--- config.mk ---
export PLATFORM = sky130hd
export DESIGN_NAME = thermo_poll_ctrl
export DESIGN_NICKNAME = d
export VERILOG_FILES = /design/src/rtl/thermo_pkg.sv /design/src/rtl/thermo_poll_sched.sv /design/src/rtl/thermo_chan_mon.sv /design/src/rtl/thermo_poll_ctrl.sv
export SDC_FILE = /design/constraint.sdc
export NUM_CORES = 1
export LEC_CHECK = 0
export ABC_AREA = 0
export BUFFER_PORTS_ARGS = -buffer_cell sky130_fd_sc_hd__buf_2
export CORE_ASPECT_RATIO = 2
export CORE_MARGIN = 2
export CORE_UTILIZATION = 35
export CTS_BUF_LIST = sky130_fd_sc_hd__clkbuf_8
export DETAILED_ROUTE_END_ITERATION = 7
export PLACE_DENSITY_LB_ADDON = 0.08
export SYNTH_ARGS = -nofsm -noshare
export SYNTH_HDL_FRONTEND = slang
export SYNTH_HIERARCHICAL = 1
export SYNTH_SLANG_ARGS = --single-unit
--- constraint.sdc ---
create_clock -name clk -period 3.12 [get_ports clk]
set_clock_uncertainty 0.05 [all_clocks]
set_input_delay 0.156 -clock clk [delete_from_list [all_inputs] [get_ports clk]]
set_output_delay 0.156 -clock clk [all_outputs]
set_load 0.01 [all_outputs]
--- src/rtl/thermo_pkg.sv ---
package thermo_pkg;
  typedef enum logic [1:0] {ST_IDLE, ST_WAIT, ST_REQ, ST_CONV} poll_st_t;

  // register byte offsets
  localparam logic [7:0] A_CTRL = 8'h00;
  localparam logic [7:0] A_ENAB = 8'h04;
  localparam logic [7:0] A_PEND = 8'h08;
  localparam logic [7:0] A_DATA = 8'h10;
  localparam logic [7:0] A_ALRM = 8'h20;
  localparam logic [7:0] A_SHUT = 8'h30;
  localparam logic [7:0] A_ADEB = 8'h40;
  localparam logic [7:0] A_SDEB = 8'h44;
  localparam logic [7:0] A_NPER = 8'h48;
  localparam logic [7:0] A_HPER = 8'h4C;

  // bit offsets of the routing fields inside the enable register
  localparam int ROUTE_GPIO_LSB = 8;
  localparam int ROUTE_RST_LSB  = 16;
endpackage

--- src/rtl/thermo_poll_sched.sv ---
module thermo_poll_sched
  import thermo_pkg::*;
#(
  parameter int CH  = 3,
  parameter int PW  = 16,
  localparam int CHW = (CH > 1) ? $clog2(CH) : 1
) (
  input  logic           clk,
  input  logic           rst_n,
  input  logic           run,
  input  logic           tick,
  input  logic [PW-1:0]  norm_per,
  input  logic [PW-1:0]  hot_per,
  input  logic           hot,
  output logic           conv_valid,
  input  logic           conv_ready,
  output logic [CHW-1:0] conv_chan,
  input  logic           res_valid,
  output logic           smp,
  output logic [CHW-1:0] smp_chan
);
  localparam logic [CHW-1:0] CH_LAST = CHW'(CH - 1);

  poll_st_t       st;
  logic [PW-1:0]  cnt;
  logic [CHW-1:0] ch;
  logic [PW-1:0]  per;
  logic           last;

  assign per  = hot ? hot_per : norm_per;
  assign last = ({1'b0, cnt} + 1'b1) >= {1'b0, per};

  always_ff @(posedge clk or negedge rst_n) begin
    if (!rst_n) begin
      st  <= ST_IDLE;
      cnt <= '0;
      ch  <= '0;
    end else begin
      case (st)
        ST_IDLE: if (run) begin
          st  <= ST_WAIT;
          cnt <= '0;
        end
        ST_WAIT: begin
          if (!run) st <= ST_IDLE;
          else if (tick) begin
            if (last) begin
              st  <= ST_REQ;
              cnt <= '0;
            end else cnt <= cnt + 1'b1;
          end
        end
        ST_REQ: begin
          if (!run) st <= ST_IDLE;
          else if (conv_ready) st <= ST_CONV;
        end
        default: if (res_valid) begin
          st  <= run ? ST_WAIT : ST_IDLE;
          cnt <= '0;
          ch  <= (ch == CH_LAST) ? '0 : ch + 1'b1;
        end
      endcase
    end
  end

  assign conv_valid = (st == ST_REQ);
  assign conv_chan  = ch;
  assign smp        = (st == ST_CONV) && res_valid;
  assign smp_chan   = ch;


  req_hold_chk: assert property (@(posedge clk) disable iff (!rst_n)
    (conv_valid && !conv_ready && run) |=> (conv_valid && $stable(conv_chan)));


  chan_range_chk: assert property (@(posedge clk) disable iff (!rst_n)
    conv_valid |-> (conv_chan <= CH_LAST));


  stop_chk: assert property (@(posedge clk) disable iff (!rst_n)
    !run |=> !conv_valid);
endmodule

--- src/rtl/thermo_chan_mon.sv ---
module thermo_chan_mon #(
  parameter int DW  = 12,
  parameter int DBW = 8
) (
  input  logic           clk,
  input  logic           rst_n,
  input  logic           smp,
  input  logic [DW-1:0]  code,
  input  logic [DW-1:0]  alarm_thr,
  input  logic [DW-1:0]  shut_thr,
  input  logic [DBW-1:0] alarm_deb,
  input  logic [DBW-1:0] shut_deb,
  input  logic           clr_shut,
  output logic [DW-1:0]  data,
  output logic           hot,
  output logic           alarm_evt,
  output logic           shut_on
);
  logic [DBW-1:0] acnt, scnt, a_next, s_next, a_need, s_need;
  logic           a_over, s_over, a_hot, s_hot, s_fire;

  // smaller code means hotter
  assign a_over = code < alarm_thr;
  assign s_over = code < shut_thr;
  assign a_next = a_over ? ((&acnt) ? acnt : acnt + 1'b1) : '0;
  assign s_next = s_over ? ((&scnt) ? scnt : scnt + 1'b1) : '0;
  assign a_need = (alarm_deb == '0) ? DBW'(1) : alarm_deb;
  assign s_need = (shut_deb == '0) ? DBW'(1) : shut_deb;

  assign alarm_evt = smp && a_over && (a_next >= a_need);
  assign s_fire    = smp && s_over && (s_next >= s_need);
  assign hot       = a_hot | s_hot;

  always_ff @(posedge clk or negedge rst_n) begin
    if (!rst_n) begin
      data    <= '0;
      acnt    <= '0;
      scnt    <= '0;
      a_hot   <= 1'b0;
      s_hot   <= 1'b0;
      shut_on <= 1'b0;
    end else begin
      if (smp) begin
        data  <= code;
        acnt  <= a_next;
        scnt  <= s_next;
        a_hot <= a_over;
        s_hot <= s_over;
      end
      if (clr_shut)    shut_on <= 1'b0;
      else if (s_fire) shut_on <= 1'b1;
    end
  end


  data_hold_chk: assert property (@(posedge clk) disable iff (!rst_n)
    !smp |=> $stable(data));


  shut_sticky_chk: assert property (@(posedge clk) disable iff (!rst_n)
    (shut_on && !clr_shut) |=> shut_on);
endmodule

--- src/rtl/thermo_poll_ctrl.sv ---
module thermo_poll_ctrl
  import thermo_pkg::*;
#(
  parameter int CH       = 3,
  parameter int DW       = 12,
  parameter int DBW      = 8,
  parameter int PW       = 16,
  parameter int AW       = 8,
  parameter int DEF_DEB  = 10,
  parameter int DEF_NPER = 1000,
  parameter int DEF_HPER = 100,
  localparam int CHW = (CH > 1) ? $clog2(CH) : 1
) (
  input  logic           clk,
  input  logic           rst_n,
  input  logic           tick,
  input  logic           bus_wen,
  input  logic [AW-1:0]  bus_addr,
  input  logic [31:0]    bus_wdata,
  output logic [31:0]    bus_rdata,
  output logic           conv_valid,
  input  logic           conv_ready,
  output logic [CHW-1:0] conv_chan,
  input  logic           res_valid,
  input  logic [DW-1:0]  res_code,
  output logic           irq,
  output logic           shut_gpio,
  output logic           shut_rst
);
  logic           run, pol;
  logic [CH-1:0]  ien, rt_gpio, rt_rst, pend;
  logic [DW-1:0]  athr [CH];
  logic [DW-1:0]  sthr [CH];
  logic [DBW-1:0] adeb, sdeb;
  logic [PW-1:0]  nper, hper;

  logic [DW-1:0]  data_w [CH];
  logic [CH-1:0]  hot_w, evt_w, shut_w;
  logic           smp;
  logic [CHW-1:0] smp_chan;
  logic           pend_wr;
  logic           unused_wdata;

  assign unused_wdata = ^bus_wdata;
  assign pend_wr      = bus_wen && (bus_addr == AW'(A_PEND));

  always_ff @(posedge clk or negedge rst_n) begin
    if (!rst_n) begin
      run     <= 1'b0;
      pol     <= 1'b0;
      ien     <= '0;
      rt_gpio <= '0;
      rt_rst  <= '0;
      pend    <= '0;
      adeb    <= DBW'(DEF_DEB);
      sdeb    <= DBW'(DEF_DEB);
      nper    <= PW'(DEF_NPER);
      hper    <= PW'(DEF_HPER);
      for (int i = 0; i < CH; i++) begin
        athr[i] <= '0;
        sthr[i] <= '0;
      end
    end else begin
      pend <= (pend & ~(pend_wr ? bus_wdata[CH-1:0] : '0)) | evt_w;
      if (bus_wen) begin
        case (bus_addr)
          AW'(A_CTRL): begin
            run <= bus_wdata[0];
            pol <= bus_wdata[1];
          end
          AW'(A_ENAB): begin
            ien     <= bus_wdata[CH-1:0];
            rt_gpio <= bus_wdata[ROUTE_GPIO_LSB +: CH];
            rt_rst  <= bus_wdata[ROUTE_RST_LSB +: CH];
          end
          AW'(A_ADEB): adeb <= bus_wdata[DBW-1:0];
          AW'(A_SDEB): sdeb <= bus_wdata[DBW-1:0];
          AW'(A_NPER): nper <= bus_wdata[PW-1:0];
          AW'(A_HPER): hper <= bus_wdata[PW-1:0];
          default: ;
        endcase
        for (int i = 0; i < CH; i++) begin
          if (bus_addr == AW'(A_ALRM + 8'(4 * i))) athr[i] <= bus_wdata[DW-1:0];
          if (bus_addr == AW'(A_SHUT + 8'(4 * i))) sthr[i] <= bus_wdata[DW-1:0];
        end
      end
    end
  end

  always_comb begin
    bus_rdata = '0;
    case (bus_addr)
      AW'(A_CTRL): bus_rdata[1:0] = {pol, run};
      AW'(A_ENAB): begin
        bus_rdata[CH-1:0]              = ien;
        bus_rdata[ROUTE_GPIO_LSB +: CH] = rt_gpio;
        bus_rdata[ROUTE_RST_LSB +: CH]  = rt_rst;
      end
      AW'(A_PEND): bus_rdata[CH-1:0] = pend;
      AW'(A_ADEB): bus_rdata = 32'(adeb);
      AW'(A_SDEB): bus_rdata = 32'(sdeb);
      AW'(A_NPER): bus_rdata = 32'(nper);
      AW'(A_HPER): bus_rdata = 32'(hper);
      default: ;
    endcase
    for (int i = 0; i < CH; i++) begin
      if (bus_addr == AW'(A_DATA + 8'(4 * i))) bus_rdata = 32'(data_w[i]);
      if (bus_addr == AW'(A_ALRM + 8'(4 * i))) bus_rdata = 32'(athr[i]);
      if (bus_addr == AW'(A_SHUT + 8'(4 * i))) bus_rdata = 32'(sthr[i]);
    end
  end

  thermo_poll_sched #(.CH(CH), .PW(PW)) sched_i (
    .clk(clk), .rst_n(rst_n), .run(run), .tick(tick),
    .norm_per(nper), .hot_per(hper), .hot(|hot_w),
    .conv_valid(conv_valid), .conv_ready(conv_ready), .conv_chan(conv_chan),
    .res_valid(res_valid), .smp(smp), .smp_chan(smp_chan)
  );

  for (genvar g = 0; g < CH; g++) begin : g_chan
    thermo_chan_mon #(.DW(DW), .DBW(DBW)) mon_i (
      .clk(clk), .rst_n(rst_n),
      .smp(smp && (smp_chan == CHW'(g))), .code(res_code),
      .alarm_thr(athr[g]), .shut_thr(sthr[g]),
      .alarm_deb(adeb), .shut_deb(sdeb), .clr_shut(!run),
      .data(data_w[g]), .hot(hot_w[g]), .alarm_evt(evt_w[g]), .shut_on(shut_w[g])
    );
  end

  assign irq       = |(pend & ien);
  assign shut_gpio = (|(shut_w & rt_gpio)) ? pol : ~pol;
  assign shut_rst  = (|(shut_w & rt_rst)) ? pol : ~pol;


  pend_clear_chk: assert property (@(posedge clk) disable iff (!rst_n)
    (pend_wr && (evt_w == '0)) |=> ((pend & $past(bus_wdata[CH-1:0])) == '0));
endmodule

# Yosys cells after proc, flatten, opt, wreduce, memory -nomap -nowiden

Index checks and enable logic that the tools add are counted.

Memories kept: 0
Output and inout bits: 38
ROM bits: 0
Bits in writable memories: 0
Word-level logic and storage cells: 205
Latch bits: 0
Register bits: 247

$add $sub $neg: 9
Reduce and logical (&&, ||, !) cells: 50
Divide/modulo/power cells: 0
Multiply operators: 0
Magnitude comparators: 13
Shift operators: 0
Equal/unequal tests: 29
Bitwise logic cells: 12
Multiplexer cells: 55

Operators by type and width:

| kind                  | number |
|---|---|
| $mux 32               | 8 |
| $mux 8                | 14 |
| $mux 16               | 6 |
| $lt 12x12->1          | 6 |
| $add 8x1->8 const B   | 6 |
| $eq 8x6->1 const B    | 6 |
| $ge 8x8->1            | 6 |
| $pmux 16 s3           | 1 |
| $reduce_and 8->1      | 6 |
| $eq 8x7->1 const B    | 4 |
| $reduce_and 2->1      | 13 |
| $eq 8x5->1 const B    | 3 |
| $logic_not 8->1       | 3 |
| $pmux 5 s4            | 1 |
| $mux 19               | 1 |
| $add 16x1->17 const B | 1 |
| $ge 17x16->1          | 1 |
| $logic_and 1x1->1     | 17 |
| $add 16x1->16 const B | 1 |
| $mux 2                | 8 |
| $reduce_or 3->1       | 5 |
| $pmux 2 s7            | 1 |
| $and 3x3->3           | 4 |
| $pmux 5 s2            | 1 |
| 22 further kinds      | 45 |

# Logic depth before layout (Yosys ltp)

Depth after elaboration: 11
Gate-level depth with buffers: 16
Depth with buffers taken out: 15

# Cells and area by module

Netlist, hierarchy kept.

By module, submodules not included:

| module            | instances | sequential area each (µm²) | cells an instance | area each (µm²) |
|---|---|---|---|---|
| thermo_chan_mon   | 3         | 775.7                      | 300               | 2592.5 |
| thermo_poll_ctrl  | 1         | 3369.5                     | 654               | 7235.7 |
| thermo_poll_sched | 1         | 500.5                      | 174               | 1647.8 |

# Least setup slack after synthesis

No wires, ideal clock.

Path kind: register -> register
Start point: register sthr[33] (netlist name)
End point: register g_chan[0].mon_i.shut_on
Arrival: 3109 ps
Cell stages (with the launch flop): 16
Data required time: 2936 ps
Setup time: 134 ps
Setup slack: -174 ps
Clock period less this slack: 3294 ps
Path buffers: 1
Cells stage by stage: dfrtp_1 > inv_1 > ha_1 > a21o_1 > a21o_1 > a2111oi_4 > and2_1 > buf_6 > nand2_1 > ha_1 > nand2b_1 > a21o_1 > a2111oi_0 > nor3_1 > a2111oi_0 > nor3_1

Longest elaborated chain between the ends: 5
Elaborated cells between the ends (all ways): 6
Classes of those cells: 2 x order compare; 1 x eq/ne; 1 x mux; 2 x reduce/logical

Ends and longest elaborated chain:

| item                            | line                   | text |
|---|---|---|
| start, declared                 | thermo_poll_ctrl.sv:33 | `logic [DW-1:0] sthr [CH];` |
| start signal, assigned by index | thermo_poll_ctrl.sv:84 | `if (bus_addr == AW'(A_SHUT + 8'(4 * i))) sthr[i] <= bus_wdata[DW-1:0];` |
| $lt 12x12->1 *                  | thermo_chan_mon.sv:24  | `assign s_over = code < shut_thr;` |
| $mux 8                          | thermo_chan_mon.sv:26  | `assign s_next = s_over ? ((&scnt) ? scnt : scnt + 1'b1) : '0;` |
| $ge 8x8->1                      | thermo_chan_mon.sv:31  | `assign s_fire = smp && s_over && (s_next >= s_need);` |
| $logic_and 1x1->1 *             | thermo_chan_mon.sv:31  |  |
| $ne 2x1->1 (no source line) *   | n/a                    |  |
| end signal, assigned            | thermo_chan_mon.sv:41  | `shut_on <= 1'b0;` |
| end signal, assigned            | thermo_chan_mon.sv:50  | `if (clr_shut) shut_on <= 1'b0;` |
| end signal, assigned            | thermo_chan_mon.sv:51  | `else if (s_fire) shut_on <= 1'b1;` |
| end, declared                   | thermo_chan_mon.sv:17  | `output logic shut_on` |

Every way passes the cells marked *; elsewhere a longest branch is shown, timed or not.
A chain may end at the register's enable or synchronous reset.

# Worst setup path after layout

Same ends and word-level chain as after synthesis.

==> summary.md <==
| Metric | Value |
|---|---|
| Initial antenna violation count | 3 |
| Crit path buffers/inverters | 1 |
| IR Drop Worst-Case VDD | approximately 0.00037 V |
| Post-Syn Area per Cell | slightly below 10 um^2 |
| Dpl hpwl | 42,200 um |
| Max_slew headroom | 0.452 |
| Gate power share | 0.174 |
| GP Congestion | between 0.8 and 0.9 |
| Cell variety after synth | between 80 and 90 |
| Top_reg_cell synth | dfrtp_1 |
| DR vias/cell | between 5 and 6 |
| Worst skew pair latency | about 610 ps |
| CP Class | reg -> reg |
| Hold WC Path Type | in -> reg |
| Drt initial violations | approximately 1,100 |
| Clock sinks | ~250 |
| # setup viols final | 8 |
| Slowest CP cell | a2111oi_4 |
| DRT antenna net count | 0 |
| Vias in the first global route | about 15,000 |
| Core area | 47,200 um^2 |
| Setup crit end kind | flop |
| Initial core utilization | 0.353 |
| GRT Overall Usage | 0.235 |
| Tcrit/Tclk final | 1.07 |
| Crit path depth | 14 |
| Final worst path period need | 3330 ps |
| Vias post-DR | between 10,000 and 15,000 |
| Post-Syn Area | approximately 17,000 um^2 |
| Crit-path leading delay family | compound AO/OA/AOI/OAI gates |
| PwrDens | between 300 and 400 nW/um^2 |
| Synth async-reset ratio | 1.00 |
| First-pass GRT wire length | 88,300 um |
| Pleak | approximately 9.6 nW |
| Layout area overhead | 25.4% |
| Worst Reg-to-Reg Cells | 14 |
| Status | complete, but fails checks |
| Slowest cell delay on critical path | between 400 and 500 ps |
| MaxCap Viol Count | 0 |
| Sequential fraction of the synthesis area | 0.372 |
| Critical path peak fanout | 3 |
| Fmax | roughly 300 MHz |
| Sequential share of power | 0.423 |
| Failing checks | negative setup slack |
| Crit start category | flop |
| Yosys warnings | 6 |
| IO Count | 96 |
| Routed Wire Length | 57,900 um |
| FF+latch count, synth | approximately 250 |
| Final Non-Filler Cells | between 2,000 and 3,000 |
| Worst-path clk slew | approximately 70 ps |
| Cells after Synth | about 1,700 |
| DRC errors left | 0 |
| Die H | between 300 and 400 um |
| Hold depth | 2 |
| Cell breakdown of the critical path | inv_2 -> ha_4 -> a21o_1 -> a21o_1 -> a2111oi_4 -> and2_4 -> nand2_4 -> ha_4 -> nand2b_4 -> a21o_1 -> a2111oi_4 -> nor3_2 -> a2111oi_2 -> nor3_1 |
| NetSw | around 2.3 mW |
| Placed Cells | 2,504 |
| Fin nets | about 2,200 |
| Req. time, crit path | about 3500 ps |
| Worst-Margin Slew | 820 ps |
| Htree depth | 2 |
| Largest net degree at the start of global routing | between 80 and 90 |
| Fillers | 4,666 |
| Die area | between 40,000 and 50,000 um^2 |
| Fin worst setup slack | -211 ps |
| CTS tree | yes |
| Most frequent CP cell | a21o_1 |
| Mean routed wirelength per cell | 22.0 um |
| Drt first pass iters | 5 |
| Cts bufs inserted | 43 |
| Unrepaired setup endpoints after global routing | true |
| EDFF count, synth | 0 |
| Overall power | 7.99 mW |
| Core Rows | 113 |
| Port Buffer Count | 69 |
| Final Hold Viols | 0 |
| Final Max Slew Viols | 0 |
| Global route total overflow | 0 |
| Die width | ~160 um |
| CTS Buffer Depth | 3 |
| Layout cells sized above 1 | 0.328 |
| Internal power | ~5.7 mW |
| Crit path DAT | approximately 3800 ps |
| Switching fraction of total power | 0.288 |
| Clock network power share | 0.403 |
| Root Driver | clkbuf_8 |
## path summary, 6_finish.rpt
path,slack [ps],start,end
worst max-delay path,-210,sthr[33],g_chan[0].mon_i/shut_on
worst min-delay path,50,bus_wdata[4],sthr[16]
worst max register to register,-210,sthr[33],g_chan[0].mon_i/shut_on
worst min register to register,460,g_chan[0].mon_i/data[5],g_chan[0].mon_i/data[5]
max in group asynchronous,1900,rst_n,g_chan[2].mon_i/data[8]
min in group asynchronous,130,rst_n,sched_i/conv_chan[1]
## state kept, by name (all words and copies together), names as in the netlist, 8 cells and up
signal / count
adeb: 8
athr: 36
g_chan.mon_i/acnt: 24
g_chan.mon_i/data: 36
g_chan.mon_i/scnt: 24
hper: 16
nper: 16
sched_i/cnt: 16
sdeb: 8
sthr: 36
## logic make-up (layout without fill, tap and decap cells)
family,count (synthesis),in the layout,share of synthesized area
flip-flops,247,247,0.372
XOR/XNOR,27,27,0.0142
other,1,16,0.000225
adder cells (fa/ha/maj),137,137,0.103
AO/OA/AOI/OAI,388,388,0.159
buffers and inverters,228,486,0.0617
AND/OR/NAND/NOR,486,487,0.147
multiplexers,214,214,0.143
## power groups by stage
stage	Sequential [mW]	Clock, mW	Combinational, mW
after global placement	3.43	0	1.11
final	3.38	3.22	1.39
after CTS	3.38	3.35	1.27
after floorplan	3.40	0	0.636
after detailed placement	3.43	0	1.14
after global routing	3.39	3.50	1.52
## worst reg2reg max path, delay by kind of cell (launching register included)
kind                     cells  cell delay, ps
AO/OA/AOI/OAI                6            1690
buffers and inverters        1              70
AND/OR/NAND/NOR              5             600
flip-flops                   1             380
adder cells (fa/ha/maj)      2             400
## cells in the mapped netlist, types with 7 or more instances
master / number / area (um^2)
a21oi_1: 122 / 611
nand3_1: 70 / 350
dfstp_2: 13 / 342
nor4_1: 11 / 68.8
nor2b_1: 9 / 56.3
a211oi_1: 17 / 128
a211o_1: 7 / 61.3
o22ai_1: 19 / 119
ha_1: 137 / 1710
mux2i_1: 31 / 310
and3_1: 25 / 156
a21o_1: 29 / 218
o31ai_1: 8 / 60.1
buf_1: 7 / 26.3
nand2b_1: 16 / 100
clkbuf_1: 29 / 109
o21ai_0: 61 / 305
xor2_1: 7 / 61.3
o2bb2ai_1: 7 / 61.3
mux2_2: 169 / 1900
o32ai_1: 8 / 70.1
inv_1: 130 / 488
buf_2: 32 / 160
buf_4: 25 / 188
nor3_1: 27 / 135
nand4_1: 14 / 87.6
a41o_1: 9 / 90.1
xnor2_1: 20 / 175
nand2_1: 100 / 375
a22oi_1: 13 / 97.6
a32o_1: 15 / 150
mux2_1: 13 / 146
nor2_1: 148 / 556
dfrtp_1: 234 / 5860
and2_1: 14 / 87.6
## layout make-up
type | instances | area, um^2 | area share
multi-input combinational | 1266 | 10300 | 0.495
sequential | 247 | 6200 | 0.297
timing repair buffer | 277 | 2150 | 0.103
tap | 632 | 791 | 0.0379
clock buffer | 55 | 757 | 0.0362
inverter | 130 | 488 | 0.0234
clock inverter | 24 | 161 | 0.00773
antenna | 3 | 7.51 | 0.000359
## routing by layer
| metal | GRT usage | wire [um] | vias up |
|---|---|---|---|
| li1 | - | - | 6751 |
| met1 | 0.298 | 24200 | 7144 |
| met2 | 0.405 | 29000 | 378 |
| met3 | 0.0315 | 2610 | 110 |
| met4 | 0.0850 | 2110 | 0 |
| met5 | 0 | 0 | - |
## cells in the final DEF (no fill, tap or decap), types with 16 or more instances in the layout
| master | n |
|---|---|
| nor3_1 | 20 |
| and3_1 | 24 |
| clkbuf_8 | 55 |
| mux2_2 | 169 |
| nand3_1 | 68 |
| dlygate4sd3_1 | 26 |
| xnor2_1 | 20 |
| inv_1 | 141 |
| dfrtp_1 | 232 |
| mux2i_1 | 25 |
| a21oi_1 | 111 |
| nor2_2 | 16 |
| ha_4 | 19 |
| buf_2 | 68 |
| o21ai_0 | 53 |
| buf_4 | 162 |
| nand2_1 | 91 |
| ha_1 | 115 |
| nor2_1 | 136 |
| a21o_1 | 29 |
## metrics by stage
step           TNS (ps)  utilization  hold WS (ps)  instance area, um^2  setup WS (ps)
2_1_floorplan         0            -          -190                16700           7.73
3_3_place_gp      -3000        0.395           169                18700           -334
3_5_place_dp      -3610        0.395           181                18700           -376
4_1_cts            -861        0.431          11.1                20400           -232
5_1_grt           -2000        0.442          15.5                20900           -334
6_report           -693        0.442          47.6                20900           -211
## timing repair
action,in CTS,in global routing
gates cloned,2,1
buffers inserted,12,15
resized for setup,82,89
hold endpoints to repair,159,0
endpoints found under the setup margin,24,24
hold buffers,27,0
pin swaps,44,93
Power figures use the tool's default switching activity.
